==> src/rtl/sram_pkg.sv <==
package sram_pkg;

    localparam int BURST_BITS = 2;

    typedef enum logic [1:0] {
        OP_IDLE  = 2'd0,
        OP_READ  = 2'd1,
        OP_WRITE = 2'd2,
        OP_DESEL = 2'd3
    } op_e;

    // offset within the burst group after 'step' advances
    function automatic logic [BURST_BITS-1:0] burst_offset(
        input logic [BURST_BITS-1:0] start,
        input logic [BURST_BITS-1:0] step,
        input logic                  interleave
    );
        logic [BURST_BITS-1:0] sum;
        sum = start + step;
        return interleave ? (start ^ step) : sum;
    endfunction

endpackage

==> src/rtl/sram_burst_seq.sv <==
module sram_burst_seq
    import sram_pkg::*;
#(
    parameter int AW = 6
) (
    input  logic          clk,
    input  logic          rst,
    input  logic          load,
    input  logic          step,
    input  logic [AW-1:0] load_addr,
    input  logic          order_i,
    output logic [AW-1:0] cur_addr,
    output logic [AW-1:0] next_addr
);
    localparam int BB = BURST_BITS;

    logic [AW-1:0] base_q;
    logic [BB-1:0] count_q;
    logic [BB-1:0] count_nx;
    logic          order_q;

    assign count_nx = count_q + 1'b1;

    always_ff @(posedge clk) begin
        if (rst) begin
            base_q  <= '0;
            count_q <= '0;
            order_q <= 1'b0;
        end else if (load) begin
            base_q  <= load_addr;
            count_q <= '0;
            order_q <= order_i;
        end else if (step) begin
            count_q <= count_nx;
        end
    end

    assign cur_addr  = {base_q[AW-1:BB], burst_offset(base_q[BB-1:0], count_q, order_q)};
    assign next_addr = {base_q[AW-1:BB], burst_offset(base_q[BB-1:0], count_nx, order_q)};

endmodule

==> src/rtl/sram_access_ctl.sv <==
module sram_access_ctl
    import sram_pkg::*;
#(
    parameter int AW    = 6,
    parameter int LANES = 4
) (
    input  logic             clk,
    input  logic             rst,
    input  logic [AW-1:0]    addr_i,
    input  logic [AW-1:0]    cur_addr,
    input  logic [AW-1:0]    next_addr,
    input  logic             strobe_proc_n,
    input  logic             strobe_ctrl_n,
    input  logic             advance_n,
    input  logic             sel1_n,
    input  logic             sel2,
    input  logic             sel3_n,
    input  logic             glob_wr_n,
    input  logic             byte_wr_n,
    input  logic [LANES-1:0] lane_sel_n,
    output op_e              op,
    output logic [AW-1:0]    op_addr,
    output logic [LANES-1:0] wr_mask,
    output logic             load,
    output logic             step,
    output logic             selected
);
    logic sel_ok;
    logic proc_hit;
    logic ctrl_hit;
    logic wr_req;
    logic selected_q;

    assign sel_ok   = !sel1_n && sel2 && !sel3_n;
    // processor strobe only counts while the first select is active
    assign proc_hit = !strobe_proc_n && !sel1_n;
    assign ctrl_hit = !strobe_ctrl_n;
    assign wr_req   = !glob_wr_n || !byte_wr_n;
    // global write wins over the per-lane controls
    assign wr_mask  = !glob_wr_n ? {LANES{1'b1}} :
                      (!byte_wr_n ? ~lane_sel_n : {LANES{1'b0}});

    always_comb begin
        op      = OP_IDLE;
        op_addr = cur_addr;
        load    = 1'b0;
        step    = 1'b0;
        if ((proc_hit || ctrl_hit) && !sel_ok) begin
            op = OP_DESEL;
        end else if (proc_hit) begin
            // first cycle: write controls and advance are not looked at
            op      = OP_READ;
            op_addr = addr_i;
            load    = 1'b1;
        end else if (ctrl_hit) begin
            op      = wr_req ? OP_WRITE : OP_READ;
            op_addr = addr_i;
            load    = 1'b1;
        end else if (selected_q) begin
            step    = !advance_n;
            op_addr = !advance_n ? next_addr : cur_addr;
            op      = wr_req ? OP_WRITE : OP_READ;
        end
    end

    always_ff @(posedge clk) begin
        if (rst) begin
            selected_q <= 1'b0;
        end else if (op == OP_DESEL) begin
            selected_q <= 1'b0;
        end else if (load) begin
            selected_q <= 1'b1;
        end
    end

    assign selected = selected_q;

endmodule

==> src/rtl/sram_lane_array.sv <==
module sram_lane_array #(
    parameter int AW     = 6,
    parameter int LANES  = 4,
    parameter int LANE_W = 8
) (
    input  logic                    clk,
    input  logic                    wr_en,
    input  logic [AW-1:0]           wr_addr,
    input  logic [LANES-1:0]        wr_mask,
    input  logic [LANES*LANE_W-1:0] wr_data,
    input  logic [AW-1:0]           rd_addr,
    output logic [LANES*LANE_W-1:0] rd_data
);
    localparam int DEPTH = 1 << AW;

    for (genvar l = 0; l < LANES; l++) begin : g_lane
        logic [LANE_W-1:0] cells [DEPTH];

        always_ff @(posedge clk) begin
            if (wr_en && wr_mask[l]) begin
                cells[wr_addr] <= wr_data[l*LANE_W +: LANE_W];
            end
        end

        assign rd_data[l*LANE_W +: LANE_W] = cells[rd_addr];
    end

endmodule

==> src/rtl/sram_out_stage.sv <==
module sram_out_stage
    import sram_pkg::*;
#(
    parameter int AW = 6,
    parameter int DW = 32
) (
    input  logic          clk,
    input  logic          rst,
    input  op_e           op,
    input  logic [AW-1:0] op_addr,
    input  logic [DW-1:0] rd_data,
    input  logic          oe_n,
    output logic [AW-1:0] rd_addr,
    output logic [DW-1:0] dq_o,
    output logic          dq_oe
);
    logic          pending_q;
    logic [AW-1:0] rd_addr_q;
    logic [DW-1:0] dq_q;
    logic          drive_q;

    always_ff @(posedge clk) begin
        if (rst) begin
            pending_q <= 1'b0;
            rd_addr_q <= '0;
            dq_q      <= '0;
            drive_q   <= 1'b0;
        end else begin
            pending_q <= (op == OP_READ);
            if (op == OP_READ) begin
                rd_addr_q <= op_addr;
            end
            if (pending_q) begin
                dq_q <= rd_data;
            end
            drive_q <= pending_q && (op != OP_WRITE) && (op != OP_DESEL);
        end
    end

    assign rd_addr = rd_addr_q;
    assign dq_o    = dq_q;
    assign dq_oe   = drive_q && !oe_n;

endmodule

==> src/rtl/burst_sram.sv <==
module burst_sram
    import sram_pkg::*;
#(
    parameter int AW     = 6,
    parameter int LANES  = 4,
    parameter int LANE_W = 8
) (
    input  logic                    clk,
    input  logic                    rst,
    input  logic [AW-1:0]           addr_i,
    input  logic                    burst_order_i,
    input  logic                    strobe_proc_n,
    input  logic                    strobe_ctrl_n,
    input  logic                    advance_n,
    input  logic                    sel1_n,
    input  logic                    sel2,
    input  logic                    sel3_n,
    input  logic                    glob_wr_n,
    input  logic                    byte_wr_n,
    input  logic [LANES-1:0]        lane_sel_n,
    input  logic                    oe_n,
    input  logic [LANES*LANE_W-1:0] dq_i,
    output logic [LANES*LANE_W-1:0] dq_o,
    output logic                    dq_oe
);
    localparam int DW = LANES * LANE_W;

    op_e              op;
    logic [AW-1:0]    op_addr;
    logic [LANES-1:0] wr_mask;
    logic             seq_load;
    logic             seq_step;
    logic             selected;
    logic [AW-1:0]    cur_addr;
    logic [AW-1:0]    next_addr;
    logic [AW-1:0]    rd_addr;
    logic [DW-1:0]    rd_data;

    sram_burst_seq #(.AW(AW)) u_seq (
        .clk       (clk),
        .rst       (rst),
        .load      (seq_load),
        .step      (seq_step),
        .load_addr (addr_i),
        .order_i   (burst_order_i),
        .cur_addr  (cur_addr),
        .next_addr (next_addr)
    );

    sram_access_ctl #(.AW(AW), .LANES(LANES)) u_ctl (
        .clk           (clk),
        .rst           (rst),
        .addr_i        (addr_i),
        .cur_addr      (cur_addr),
        .next_addr     (next_addr),
        .strobe_proc_n (strobe_proc_n),
        .strobe_ctrl_n (strobe_ctrl_n),
        .advance_n     (advance_n),
        .sel1_n        (sel1_n),
        .sel2          (sel2),
        .sel3_n        (sel3_n),
        .glob_wr_n     (glob_wr_n),
        .byte_wr_n     (byte_wr_n),
        .lane_sel_n    (lane_sel_n),
        .op            (op),
        .op_addr       (op_addr),
        .wr_mask       (wr_mask),
        .load          (seq_load),
        .step          (seq_step),
        .selected      (selected)
    );

    sram_lane_array #(.AW(AW), .LANES(LANES), .LANE_W(LANE_W)) u_array (
        .clk     (clk),
        .wr_en   (op == OP_WRITE),
        .wr_addr (op_addr),
        .wr_mask (wr_mask),
        .wr_data (dq_i),
        .rd_addr (rd_addr),
        .rd_data (rd_data)
    );

    sram_out_stage #(.AW(AW), .DW(DW)) u_out (
        .clk     (clk),
        .rst     (rst),
        .op      (op),
        .op_addr (op_addr),
        .rd_data (rd_data),
        .oe_n    (oe_n),
        .rd_addr (rd_addr),
        .dq_o    (dq_o),
        .dq_oe   (dq_oe)
    );

endmodule

==> config.mk <==
export PLATFORM = sky130hd
export DESIGN_NAME = burst_sram
export DESIGN_NICKNAME = d
export VERILOG_FILES = /design/src/rtl/sram_pkg.sv /design/src/rtl/sram_burst_seq.sv /design/src/rtl/sram_access_ctl.sv /design/src/rtl/sram_lane_array.sv /design/src/rtl/sram_out_stage.sv /design/src/rtl/burst_sram.sv
export SDC_FILE = /design/constraint.sdc
export NUM_CORES = 2
export LEC_CHECK = 0
export ABC_AREA = 0
export BUFFER_PORTS_ARGS = -buffer_cell sky130_fd_sc_hd__buf_2
export CAP_MARGIN = 20
export CORE_MARGIN = 2
export CORE_UTILIZATION = 60
export CTS_CLUSTER_SIZE = 28
export DETAILED_ROUTE_END_ITERATION = 10
export PLACE_DENSITY = 0.76
export SETUP_SLACK_MARGIN = 0.3
export SKIP_LAST_GASP = 1
export SLEW_MARGIN = 20
export SYNTH_ARGS = -nofsm -noshare
export SYNTH_HDL_FRONTEND = slang
export SYNTH_SLANG_ARGS = --single-unit
==> constraint.sdc <==
create_clock -name clk -period 4.9 [get_ports clk]
set_clock_uncertainty 0.2 [all_clocks]
set_input_delay 1.225 -clock clk [delete_from_list [all_inputs] [get_ports clk]]
set_output_delay 1.225 -clock clk [all_outputs]
set_load 0.1 [all_outputs]
==> flow_summary.yaml <==
floorplanning:
  start_util_pct: 60.42
  rows: 135
  core_area_sq_um: 135300
  die_x_um: 373.1
  dieHeight_um: 373.1
  ios: 87
  die_area_sq_um: 139200
sta:
  max_clock_freq_mhz: 246.3
  tightest_slew_ns: 1.112
  finalMaxSlewViolations: 0
  rsz0062_at_grt: "false"
  hold_violations: 0
  timing.setup.tns_ns: 0
  fin_crit_sh_pct: 82.85
  period_minus_slack_ns: 4.060
  setup_viol: 0
  timing.slew.headroom_pct: 25.21
finish:
  mostFrequentLayoutCell: "edfxtp_1"
  stdcell_count: 6400
  layout-drive-gt1-share_pct: 28.41
  n_fill_cell: 8108
  final_cell_mix: "2048 x edfxtp_1, 456 x mux4_2, 424 x buf_4, 226 x mux2i_1, 210 x nor2_1"
  nNetsFinal: 4509
  syn2layout_area_growth_pct: 13.77
clock_network:
  cts.sinks: 2098
  root_buffer: "clkbuf_16"
  cts_tree: "built"
  post_cts.resized_instances: 0
  postCtsSetupBuffers: 0
  insertion_delay_ns: 0.84
  cts_buffer_depth: 3
  hold_buffers: 0
  cts_htree_levels: 4
  clkTransAtPathRegs_ns: 0.06
  cts_made_buffers: 198
setup_path:
  cp_data_arrival_time_ns: 4.33
  endpoint_kind: "flip-flop"
  worstPathRequired_ns: 5.17
  r2r_slack_ns: 1.22
  critPathKind: "in2reg"
  r2r_start: "u_out.rd_addr[1]$_SDFFE_PP0P_"
  r2r_cells: 7
  start_kind: "input port"
  timing.rr.end: "u_out.dq_o[4]$_SDFFE_PP0P_"
  crit_fanout: 27
yosys:
  synth_flop_cell: "edfxtp_1"
  syn_inst: 3963
  yosysSeqAreaShare_pct: 76.46
  synth_edf_count: 2048
  synth_area_leaders: "edfxtp_1 75%, mux4_2 13%, mux2i_1 2.8%, dfxtp_1 1.2%, nor2_1 0.98%"
  syn_nets: 4019
  synth_area_leader_cell: "edfxtp_1"
  synth_area_sq_um: 81740
  postSynthAreaPerCell_sq_um: 20.63
  ys_types: 59
  ys_ff_latch: 2098
  async_reset_ff_share_pct: 0
  yosysTopAreaCellShare_pct: 75.23
  yosys_warnings: 0
drt:
  drtPass1Iterations: 6
  drtIter0Drc: 6773
  viasPerCell: 6.887
  wl_per_cell_um: 33.26
  ant_nets: 0
  vias: 44080
  drt_wl_total_um: 212900
  drc: 0
global_route:
  grt_util_all_layers_pct: 30.78
  grt_first_pass_wirelength_um: 306900
  grt_pass1_vias: 43480
  antenna_found_initial: 10
  grt-ovfl-total: 0
  grt_max_degree: 79
worst_hold_path:
  hold_class: "reg2reg"
  whs_path_depth: 2
  hold-path-endpoint: "u_out.dq_o[28]$_SDFFE_PP0P_"
  hold_start: "u_out.dq_o[28]$_SDFFE_PP0P_"
placement:
  globalplace.congestion: 0.8855
  numPortBuffers: 86
  numPlacedInstances: 6034
  hpwl_um: 131500
run:
  drv_cap: 0
pwr:
  ir_drop_mv: 0.3344
  p_leak_nw: 29.22
  power_density_nw_per_um2: 397.9
run_status:
  outcome: "complete, no violations"
-- synth_stat cells (27+ instances only) --
library cell / n
edfxtp_1: 2048
mux4_2: 456
mux2i_1: 226
nor2_1: 214
nor3_1: 132
buf_2: 85
clkbuf_1: 82
nand2_1: 79
o22ai_1: 77
a21oi_1: 71
dfxtp_1: 50
o221ai_1: 50
nand3_1: 38
o21ai_0: 37
buf_6: 31
buf_4: 27
-- flip-flops by register name, summed over array words and instances (netlist names) --
register / flops
u_seq.count_q: 2
u_seq.base_q: 6
u_out.pending_q: 1
u_out.drive_q: 1
u_out.rd_addr: 6
u_ctl.selected: 1
u_seq.order_q: 1
u_out.dq_o: 32
u_array.g_lane.cells: 2048
-- critical path, stage by stage --
cell and delay, ns:
buf_2 0.18, nor3b_1 0.29, buf_4 0.21, nand2_1 0.06, buf_4 0.22, o31ai_1 0.94
buf_4 0.28, nand2_1 0.22, nor2_1 0.68
-- metal layers --
| layer | track usage, % | up-vias | wire length (um) |
|---|---|---|---|
| li1 | - | 17540 | - |
| met1 | 43.33 | 22790 | 77450 |
| met2 | 47.38 | 3225 | 100400 |
| met3 | 8.240 | 505 | 27470 |
| met4 | 10.65 | 16 | 7481 |
| met5 | 0 | - | 114 |
-- worst max-delay path by stage --
stage	startpoint	end	slack, ns
final	sel1_n	u_array.g_lane[0].cells[52][5]$_DFFE_PP_	0.84
after global routing	sel1_n	u_array.g_lane[0].cells[52][7]$_DFFE_PP_	0.75
after CTS	sel1_n	u_array.g_lane[0].cells[52][1]$_DFFE_PP_	0.95
after detailed placement	sel1_n	u_array.g_lane[0].cells[52][1]$_DFFE_PP_	0.07
after global placement	sel1_n	u_array.g_lane[0].cells[52][2]$_DFFE_PP_	0.06
after floorplan	oe_n	dq_oe	0.91
-- cell type report --
cell class / instances / area, sq um / area share (%)
antenna: 1 / 2.502 / 0.002691
clock buffer: 260 / 5363 / 5.766
clock inverter: 105 / 904.6 / 0.9727
inverter: 9 / 37.54 / 0.04036
multi-input combinational: 1616 / 17930 / 19.28
sequential: 2098 / 62520 / 67.22
tap: 1781 / 2228 / 2.396
timing repair buffer: 530 / 4014 / 4.316
-- cells by family after synthesis --
family,synth area share [%]
DFF,76.46
muxes,15.71
and+or+nand+nor,2.795
AOI/OAI and AO/OA,3.250
buffers and inverters,1.702
xor gates and xnor gates,0.05358
adders and majority gates,0.03061
-- where the power goes --
| part | internal (mW) | switching (mW) | total (mW) |
|---|---|---|---|
| sequential | 19.7 | 0.0845 | 19.8 |
| combinational | 0.812 | 1.51 | 2.32 |
| clock | 8.38 | 6.50 | 14.9 |
| total | 28.9 | 8.09 | 37.0 |
-- through the flow --
stage               hold WS (ns)  setup slack [ns]  area [sq um]  util (%)  power, mW
floorplan                 0.2496            0.9147         81740         -      21.46
global placement          0.2435           0.06285         86720     64.09      22.42
detailed placement        0.2467           0.07182         86730     64.10      22.46
CTS                       0.2599            0.9512         93000     68.73      37.11
global route              0.3068            0.7528         93000     68.74      37.86
finish                    0.2603            0.8403         93000     68.74      37.00
Note: power is estimated with default switching activity, not from simulation.
